===== src/rtl/dqscal_pkg.sv =====
`timescale 1ns/1ps
package dqscal_pkg;

  typedef enum logic [2:0] {
    ST_IDLE,
    ST_APPLY,
    ST_ISSUE,
    ST_WAIT,
    ST_FINAL
  } state_t;

  typedef enum logic [1:0] {
    PH_CLR,
    PH_FILL,
    PH_CHK
  } phase_t;

endpackage


===== src/rtl/dqscal_gray.sv =====
`timescale 1ns/1ps
module dqscal_gray #(
  parameter int W = 8
) (
  input  logic [W-1:0] bin_i,
  output logic [W-1:0] gray_o
);

  for (genvar b = 0; b < W; b++) begin : g_bit
    if (b == W - 1) begin : g_msb
      assign gray_o[b] = bin_i[b];
    end else begin : g_low
      assign gray_o[b] = bin_i[b] ^ bin_i[b+1];
    end
  end

endmodule


===== src/rtl/dqscal_access_gen.sv =====
`timescale 1ns/1ps
module dqscal_access_gen
  import dqscal_pkg::*;
#(
  parameter int              AW        = 32,
  parameter int              DW        = 32,
  parameter int              WIDX      = 3,
  parameter int              STRIDE_SH = 8,
  parameter logic [AW-1:0]   LOW_BASE  = 'h4000,
  parameter logic [AW-1:0]   HIGH_BASE = 'h8000,
  parameter logic [DW-1:0]   SEED      = 'h12345678
) (
  input  phase_t          phase_i,
  input  logic [WIDX-1:0] word_i,
  input  logic            hi_region_i,
  input  logic            dual_rank_i,
  input  logic [AW-1:0]   rank_base_i,
  output logic [AW-1:0]   addr_o,
  output logic            we_o,
  output logic [DW-1:0]   wdata_o,
  output logic [DW-1:0]   expect_o
);

  localparam logic [2*DW-1:0] SEED2 = {SEED, SEED};

  logic [2*DW-1:0] rot;
  logic [DW-1:0]   pattern;
  logic [AW-1:0]   base;
  logic [AW-1:0]   rank_off;

  always_comb begin
    rot      = SEED2 >> (4 * int'(word_i));
    pattern  = rot[DW-1:0];
    base     = hi_region_i ? HIGH_BASE : LOW_BASE;
    rank_off = (dual_rank_i && word_i[0]) ? rank_base_i : '0;
    addr_o   = base + (AW'(word_i) << STRIDE_SH) + rank_off;
    we_o     = (phase_i != PH_CHK);
    wdata_o  = (phase_i == PH_CLR) ? '0 : pattern;
    expect_o = pattern;
  end

endmodule


===== src/rtl/dqscal_window_calc.sv =====
`timescale 1ns/1ps
module dqscal_window_calc #(
  parameter int SW = 8
) (
  input  logic [SW-1:0] low_i,
  input  logic [SW-1:0] high_i,
  output logic [SW-1:0] final_o
);

  logic [SW-1:0] span;
  logic [SW:0]   twice;
  logic [SW:0]   third;

  always_comb begin
    span    = high_i - low_i;
    twice   = {span, 1'b0};
    third   = twice / (SW+1)'(3);
    final_o = SW'({1'b0, low_i} + third);
  end

endmodule


===== src/rtl/dqs_window_trainer.sv =====
`timescale 1ns/1ps
module dqs_window_trainer
  import dqscal_pkg::*;
#(
  parameter int            SW           = 8,
  parameter int            AW           = 32,
  parameter int            DW           = 32,
  parameter int            NWORDS       = 6,
  parameter int            STRIDE_SH    = 8,
  parameter logic [AW-1:0] LOW_BASE     = 'h4000,
  parameter logic [AW-1:0] HIGH_BASE    = 'h8000,
  parameter logic [DW-1:0] SEED         = 'h12345678,
  parameter logic [SW-1:0] DEFAULT_CODE = 'h59
) (
  input  logic          clk,
  input  logic          rst,
  input  logic          start,
  input  logic          dual_rank,
  input  logic [AW-1:0] rank_base,
  output logic          mem_req,
  output logic          mem_we,
  output logic [AW-1:0] mem_addr,
  output logic [DW-1:0] mem_wdata,
  input  logic          mem_ack,
  input  logic [DW-1:0] mem_rdata,
  output logic [SW-1:0] dly_code,
  output logic          busy,
  output logic          done,
  output logic          found,
  output logic [SW-1:0] low_bound,
  output logic [SW-1:0] high_bound,
  output logic [SW-1:0] final_setting
);

  localparam int              WIDX      = (NWORDS > 1) ? $clog2(NWORDS) : 1;
  localparam logic [WIDX-1:0] LAST_WORD = WIDX'(NWORDS - 1);
  localparam logic [SW-1:0]   LAST_STEP = {{(SW-1){1'b1}}, 1'b0};
  localparam logic [SW-1:0]   TOP_STEP  = '1;

  state_t          st;
  phase_t          ph;
  logic [WIDX-1:0] word;
  logic [SW-1:0]   step;
  logic            hi_mode;

  logic [SW-1:0]   step_gray;
  logic [SW-1:0]   fin_bin;
  logic [SW-1:0]   fin_gray;
  logic [AW-1:0]   acc_addr;
  logic            acc_we;
  logic [DW-1:0]   acc_wdata;
  logic [DW-1:0]   acc_expect;
  logic            rd_miss;

  dqscal_gray #(.W(SW)) u_step_gray (
    .bin_i  (step),
    .gray_o (step_gray)
  );

  dqscal_window_calc #(.SW(SW)) u_calc (
    .low_i   (low_bound),
    .high_i  (high_bound),
    .final_o (fin_bin)
  );

  dqscal_gray #(.W(SW)) u_fin_gray (
    .bin_i  (fin_bin),
    .gray_o (fin_gray)
  );

  dqscal_access_gen #(
    .AW        (AW),
    .DW        (DW),
    .WIDX      (WIDX),
    .STRIDE_SH (STRIDE_SH),
    .LOW_BASE  (LOW_BASE),
    .HIGH_BASE (HIGH_BASE),
    .SEED      (SEED)
  ) u_acc (
    .phase_i     (ph),
    .word_i      (word),
    .hi_region_i (hi_mode),
    .dual_rank_i (dual_rank),
    .rank_base_i (rank_base),
    .addr_o      (acc_addr),
    .we_o        (acc_we),
    .wdata_o     (acc_wdata),
    .expect_o    (acc_expect)
  );

  assign rd_miss = !mem_we && (mem_rdata != acc_expect);

  always_ff @(posedge clk) begin
    if (rst) begin
      st            <= ST_IDLE;
      ph            <= PH_CLR;
      word          <= '0;
      step          <= '0;
      hi_mode       <= 1'b0;
      mem_req       <= 1'b0;
      mem_we        <= 1'b0;
      mem_addr      <= '0;
      mem_wdata     <= '0;
      dly_code      <= '0;
      busy          <= 1'b0;
      done          <= 1'b0;
      found         <= 1'b0;
      low_bound     <= '0;
      high_bound    <= '0;
      final_setting <= '0;
    end else begin
      case (st)
        ST_IDLE: begin
          if (start) begin
            busy     <= 1'b1;
            done     <= 1'b0;
            found    <= 1'b0;
            step     <= '0;
            hi_mode  <= 1'b0;
            dly_code <= '0;
            st       <= ST_APPLY;
          end
        end

        ST_APPLY: begin
          dly_code <= step_gray;
          ph       <= PH_CLR;
          word     <= '0;
          st       <= ST_ISSUE;
        end

        ST_ISSUE: begin
          mem_req   <= 1'b1;
          mem_we    <= acc_we;
          mem_addr  <= acc_addr;
          mem_wdata <= acc_wdata;
          st        <= ST_WAIT;
        end

        ST_WAIT: begin
          if (mem_ack) begin
            mem_req <= 1'b0;
            if (rd_miss) begin
              // step failed
              if (hi_mode) begin
                high_bound <= step;
                st         <= ST_FINAL;
              end else if (step == LAST_STEP) begin
                dly_code      <= DEFAULT_CODE;
                final_setting <= DEFAULT_CODE;
                low_bound     <= TOP_STEP;
                high_bound    <= TOP_STEP;
                found         <= 1'b0;
                busy          <= 1'b0;
                done          <= 1'b1;
                st            <= ST_IDLE;
              end else begin
                step <= step + 1'b1;
                st   <= ST_APPLY;
              end
            end else if (word == LAST_WORD) begin
              word <= '0;
              case (ph)
                PH_CLR:  begin ph <= PH_FILL; st <= ST_ISSUE; end
                PH_FILL: begin ph <= PH_CHK;  st <= ST_ISSUE; end
                default: begin
                  // step passed
                  if (!hi_mode) begin
                    low_bound <= step;
                    hi_mode   <= 1'b1;
                  end
                  if (step == LAST_STEP) begin
                    high_bound <= TOP_STEP;
                    st         <= ST_FINAL;
                  end else begin
                    step <= step + 1'b1;
                    st   <= ST_APPLY;
                  end
                end
              endcase
            end else begin
              word <= word + 1'b1;
              st   <= ST_ISSUE;
            end
          end
        end

        ST_FINAL: begin
          dly_code      <= fin_gray;
          final_setting <= fin_bin;
          found         <= 1'b1;
          busy          <= 1'b0;
          done          <= 1'b1;
          st            <= ST_IDLE;
        end

        default: st <= ST_IDLE;
      endcase
    end
  end

endmodule


===== config.mk =====
export PLATFORM = sky130hd
export DESIGN_NAME = dqs_window_trainer
export DESIGN_NICKNAME = d
export VERILOG_FILES = /design/src/rtl/dqscal_pkg.sv /design/src/rtl/dqscal_gray.sv /design/src/rtl/dqscal_access_gen.sv /design/src/rtl/dqscal_window_calc.sv /design/src/rtl/dqs_window_trainer.sv
export SDC_FILE = /design/constraint.sdc
export NUM_CORES = 1
export LEC_CHECK = 0
export BUFFER_PORTS_ARGS = -buffer_cell sky130_fd_sc_hd__clkbuf_2
export CORE_MARGIN = 8
export CORE_UTILIZATION = 38
export CTS_CLUSTER_DIAMETER = 40
export DETAILED_ROUTE_END_ITERATION = 6
export SLEW_MARGIN = 20
export SYNTH_ARGS = -nofsm -noshare
export SYNTH_HDL_FRONTEND = slang
export SYNTH_SLANG_ARGS = --single-unit

===== constraint.sdc =====
create_clock -name clk -period 13.7 [get_ports clk]
set_input_delay 2.74 -clock clk [delete_from_list [all_inputs] [get_ports clk]]
set_output_delay 2.74 -clock clk [all_outputs]
set_load 0.05 [all_outputs]

==> run metrics, run 1 <==
status complete, no violations; Synth cell types 76; most frequent cells in the layout 168 x clkbuf_2, 146 x nor2_1, 108 x dfxtp_1; share of cells above drive strength 1 20.8%; Critical Path AT 8.83 ns; clock buffer depth 2; drt drc 0; Final Net Count 1115; slowest stage delay, CP 0.71 ns; Mapped Avg Cell Area 7.81 um^2; ant diodes 0; top-area cell type share of the netlist area 31.6%; post-DP HPWL 15900 um; Simple-Gate Fraction of Synth Area 24.7%; endpoint required time on the critical path 13.96 ns; commonest non-fill, non-tap cell in the layout clkbuf_2; XOR/XNOR share of the synthesized area 8.18%; Synth Area in Compound Gates 21.1%; Finished Core Util 45.4%; Final setup violation count 0; Worst Path Buf+Inv 3; RSZ-0062 raised after global routing no; fin crit share 62.6%; final hold violation count 0; Worst Skew 0.0103 ns; DR iter-0 viols 339; minimum clock period after layout 8.58 ns; fraction of registers with async set/reset 0%; mux contribution to synthesized area 0.878%; Die Wd 150 um; port bufs 169; Pre-antenna DRT Iters 5; CP max FO 15; worst slew pin tran 0.919 ns; CP Launch Type flop; most area-consuming cells after synthesis dfxtp_1 32%, nor2_1 8.0%, ha_1 7.1%; post-synth top area cell dfxtp_1; # IOs 170; CP Capture Type flop; CTS resizes 0; routability cong. 0.873; main combinational cell family by area after synthesis simple AND/OR/NAND/NOR gates; # hold bufs at CTS 0; Crit path max-delay family compound AO/OA/AOI/OAI gates; cell count after synthesis 875; GRT Resource Usage Total 18.9%; Clk pin slew, worst setup/hold paths 0.07 ns; # rows 49; Die ar. 0.0225 mm^2; Slowest-stage cell, CP nor3_2; final setup TNS 0 ns; Synth Area in Adders 8.02%; H-tree depth 3; Worst-Skew Late Latency 0.36 ns; Post-synth EDFFs 0; first-pass GRT wire length 34500 um; fmax 0.117 GHz; Die Ht 150 um; wire per inst 17.0 um; Leak 3.48 nW; final WL 21000 um; maxcap violations 0; antenna violations before repair 0; Max-Slew Margin vs Limit 38.5%; final-layout fill cell count 1830; vias 6701; CTS Buf Count 9; via/cell ratio 5.41; most frequently used flop master after synthesis dfxtp_1; Yosys reg bits 108; Ys Warns 0; final antenna-violating net count 0; worst min path class flop to flop; GRT overflow 0; initial core utilization 38.5%; CTS sink cnt 108; Slew Viols, Final 0; Seq/Total Area, Yosys 31.6%; number of setup buffers added after CTS 0; PwrDens 81.6 mW/mm^2; vias in the first global route 6654; P&R area growth vs syn 18.0%; Synth Cell Area 0.00684 mm^2; VDD IR-drop max 68.7 uV; placeable core region 0.0178 mm^2; Crit Path Class flop to flop; syn nets 986; largest net degree at the start of global routing 103; CTS tree built; Root Driver clkbuf_16
cells in the mapped netlist (3+ instances only):
master,count
nand4b_1,3
nand2_1,67
nor4b_1,5
ha_1,39
a211o_1,4
fa_1,3
buf_4,10
nor3_1,30
a21o_1,7
nor3b_1,7
o22ai_1,6
nand3b_1,4
or3_1,7
o21ai_0,20
and3_1,14
dfxtp_1,108
mux2i_1,6
nand3_1,26
a222oi_1,3
nor2_1,146
and2_1,5
nand4_1,4
o21ai_1,4
xor2_1,30
o21bai_1,3
nor4_1,6
a22oi_1,34
inv_1,30
nand2b_1,6
a211oi_1,13
a31oi_1,5
xnor2_1,32
a21oi_1,67
nor2b_1,11
clkbuf_1,43
o211ai_1,5
o31ai_1,4
a311oi_1,3
worst reg2reg max path: cells and delay by family (launching register included):
kind	cells	cell delay [ns]
muxes	1	0.25
buffers and inverters	3	0.42
adders and majority gates	5	1.45
DFF	1	0.39
xor gates and xnor gates	4	0.72
AOI/OAI and AO/OA	16	3.53
and+or+nand+nor	5	1.73
worst paths after layout:
path | start | end | slack [ns] | cells after the start
setup / recovery | low_bound[0] | dly_code[6] | 5.12 | 34
hold / removal | mem_addr[6] | mem_addr[6] | 0.46 | 2
hold reg to reg | mem_addr[6] | mem_addr[6] | 0.46 | 2
setup reg to reg | low_bound[0] | dly_code[6] | 5.12 | 34
logic make-up (layout without fill, tap and decap cells):
group                      Yosys count  in the layout
DFF                                108            108
AOI/OAI and AO/OA                  212            212
xor gates and xnor gates            63             63
muxes                                6              6
and+or+nand+nor                    355            355
buffers and inverters               89            223
adders and majority gates           42             42
cell type report:
class | count | area [um^2] | area share, %
inverter | 32 | 120 | 1.49
tap | 229 | 287 | 3.55
sequential | 108 | 2160 | 26.8
multi-input combinational | 678 | 4310 | 53.4
clock buffer | 10 | 239 | 2.96
timing repair buffer | 175 | 897 | 11.1
clock inverter | 6 | 52.6 | 0.651
sequential cells by signal, summed over array words and instances, names as in the netlist:
register	flops
dly_code	8
mem_addr	32
busy	1
hi_mode	1
mem_we	1
high_bound	8
st	3
final_setting	8
low_bound	8
step	8
word	3
found	1
mem_wdata	22
done	1
mem_req	1
ph	2
per-layer routing:
metal,part of all wire [%],vias up,routed length [um],global-route usage [%]
li1,-,3378,-,-
met1,44,3101,9300,23.5
met2,46,198,9640,30.7
met3,8.1,24,1700,6.10
met4,1.8,0,387,5.55
met5,0,-,0,0
per-stage QoR:
stage          worst slack, ns  std cells  hold WS, ns  power (mW)  cell area, um^2
2_1_floorplan             6.33        875        0.482       0.376             6840
3_3_place_gp              5.43       1222        0.439       0.403             7770
3_5_place_dp              5.22       1222        0.447       0.404             7770
4_1_cts                   5.17       1238        0.460       0.666             8060
5_1_grt                   4.33       1238        0.483       0.684             8070
6_report                  5.12       1238        0.458       0.658             8070
report_power, final:
part / switching (mW) / leakage [nW] / total, mW / internal (mW)
Clock: 0.130 / 0.143 / 0.262 / 0.132
Combinational: 0.0502 / 2.46 / 0.0738 / 0.0236
Sequential: 0.00467 / 0.872 / 0.322 / 0.318
Total: 0.185 / 3.48 / 0.658 / 0.473
No activity file was read; power rests on OpenSTA's default activity.
==> run 2: changes to the inputs <==
- ABC_AREA: unset -> 1
- clock period: 13.7 -> 7 ns (I/O delays scaled with it)
==> run 2 against run 1 <==
Against the previous run:
- wire length fell by 2.7%
- sequential cell count did not move
- die area fell by 0.61%
- synthesized cell count up 12%
- hold slack gained 0.010 ns
- first-iteration DRC count is 18% higher
- global-route usage shrank 0.22 points
- worst setup slack worse by 4.3 ns
- maximum frequency up 40%
- combinational power rose to 5.3 times the previous value
- clock skew is 0.0041 ns higher
- utilization rose by 0.19 points
- largest power group unchanged
==> run metrics, run 2 <==
routability cong. 0.946; Hold Startpoint final_setting[5]; Worst-Skew Late Latency 0.36 ns; Die Ht 150 um; Yosys reg bits 108; clock buffer depth 2; fmax 0.163 GHz; Pre-antenna DRT Iters 5; CTS resizes 0; dpl cell area 0.00778 mm^2; wire per inst 15.1 um; vias 6806; DR iter-0 viols 400; Hold Crit Depth 2; most instantiated cells after synthesis 167 x nand2_1, 133 x inv_1, 123 x nor2_1; PwrDens 195 mW/mm^2; sequential cell area 0.00216 mm^2; maxcap violations 0; Ys Warns 0; Synth cell types 51; # IOs 170; post-route setup slack 0.870 ns; most frequent cells in the layout 169 x clkbuf_2, 167 x nand2_1, 133 x inv_1; RSZ-0062 raised after global routing no; first-pass GRT wire length 33900 um; ant diodes 0; pre-CTS setup slack 0.922 ns; endpoint required time on the critical path 7.29 ns; Leak 3.97 nW; H-tree depth 3; post-DP HPWL 16100 um; # rows 49; final hold violation count 0; Final setup violation count 0; vias in the first global route 6668; syn nets 1090; GRT Resource Usage Total 18.7%; area of the multi-input gates 0.00392 mm^2; dpl cells 1343; VDD IR-drop max 108 uV; worst min path class flop to flop; via/cell ratio 5.01; minimum clock period after layout 6.13 ns; Final Net Count 1236; most used cell, CP nand2_1; port bufs 169; Seq/Total Area, Yosys 31.8%; drt drc 0; Die ar. 0.0224 mm^2; Crit Path Class flop to flop; largest registers mem_addr: 32 flops, mem_wdata: 22 flops; Non-Filler Instances 1359; gr busiest metal met2; worst reg2reg path depth 46; worst slew pin tran 0.989 ns; GR Layer Usage met3 4.63%; Die Wd 150 um; FF-to-FF Start low_bound[0]; status complete, no violations; CP Launch Type flop; CTS sink cnt 108; fin crit share 87.6%; antenna violations before repair 0; most area-consuming cells after synthesis dfxtp_1 32%, nand2_1 9.2%, inv_1 7.4%; worst reg-to-reg setup slack 0.87 ns; share of cells above drive strength 1 20.2%; final antenna-violating net count 0; initial core utilization 38.3%; final WL 20500 um; RR Endpoint dly_code[6]; cell count after synthesis 979; CTS Buf Count 9; top-area cell type share of the netlist area 31.8%; CP max FO 6; Slew Viols, Final 0; fin area 0.00807 mm^2; Clk pin slew, worst setup/hold paths 0.08 ns; cell with the most instances after synthesis nand2_1; Mapped Avg Cell Area 6.94 um^2; Worst Hold End final_setting[5]; placeable core region 0.0177 mm^2; Worst Skew 0.0144 ns; fraction of registers with async set/reset 0%; slowest stage delay, CP 0.42 ns; met1 GRT Util 23.8%; CP Capture Type flop; final-layout fill cell count 1852; number of setup buffers added after CTS 0; Finished Core Util 45.6%; final setup TNS 0 ns; max reg flops 32; GRT overflow 0; # hold bufs at CTS 0; largest net degree at the start of global routing 75; CTS tree built; Synth Cell Area 0.00679 mm^2; Largest Register mem_addr; Root Driver clkbuf_16; post-synth top area cell dfxtp_1; commonest non-fill, non-tap cell in the layout clkbuf_2; Critical Path AT 6.42 ns; M2 GR Usage 30.9%; Max-Slew Margin vs Limit 34.1%; P&R area growth vs syn 18.9%; most frequently used flop master after synthesis dfxtp_1; Post-synth EDFFs 0; Slowest-stage cell, CP dfxtp_1
run 2: cell count changes after synthesis, sizes merged, moves of 11 or more:
| cell | change |
|---|---|
| nand2 | +113 |
| inv | +107 |
| and3 | -12 |
| nor2 | -18 |
| nor2b | -11 |
| xnor2 | -19 |
| nor3 | -24 |
| o21ai | +44 |
| nand3 | +34 |
| clkbuf | -18 |
| a22oi | -31 |
run 2: cell families after synthesis:
| logic type | synth area share (%) |
|---|---|
| xor+xnor | 6.17 |
| fa+ha+maj | 8.07 |
| buf+inv | 10.4 |
| flops | 31.8 |
| simple gates | 26.3 |
| compound gates | 17.2 |
run 2: how the worst max path moves through the flow:
| stage | startpoint | endpoint | slack, ns | cells after the start |
|---|---|---|---|---|
| finish | low_bound[0] | dly_code[6] | 0.87 | 46 |
| global route | low_bound[1] | dly_code[7] | 0.18 | 47 |
| CTS | low_bound[0] | dly_code[6] | 0.88 | 46 |
| detailed placement | low_bound[0] | dly_code[6] | 0.92 | 46 |
| global placement | low_bound[0] | dly_code[6] | 1.14 | 46 |
| floorplan | low_bound[1] | dly_code[6] | 1.21 | 45 |
run 2: layout make-up:
cell class                 instances  share of cell area (%)
multi-input combinational        693                    48.6
clock buffer                       9                    2.79
tap                              229                    3.55
inverter                         138                    6.42
timing repair buffer             175                    11.0
clock inverter                     7                   0.837
sequential                       108                    26.8
run 2: report_power, final:
part	total [mW]	leakage, nW	internal (mW)	switching (mW)
sequential	0.673	0.874	0.644	0.0286
combinational	0.390	2.95	0.110	0.280
clock	0.512	0.145	0.251	0.261
run 2: worst max-delay path, delay by kind of cell (launching register included):
family                   cells  cell delay [ns]
AO/OA/AOI/OAI                5             0.64
adder cells (fa/ha/maj)      6             1.68
buffers and inverters        5             0.41
XOR/XNOR                     2             0.31
flip-flops                   1             0.42
AND/OR/NAND/NOR             28             2.59
run 2: metrics by stage:
| stage | hold slack (ns) | total power [mW] |
|---|---|---|
| floorplan | 0.437 | 0.970 |
| finish | 0.469 | 1.58 |
| CTS | 0.471 | 1.59 |
| global placement | 0.455 | 1.08 |
| global route | 0.489 | 1.66 |
| detailed placement | 0.460 | 1.08 |
run 2: routing by layer:
metal	up-vias	share of wire [%]
li1	3505	-
met1	3109	45
met2	177	47
met3	15	6.2
met4	0	1.1
met5	-	0
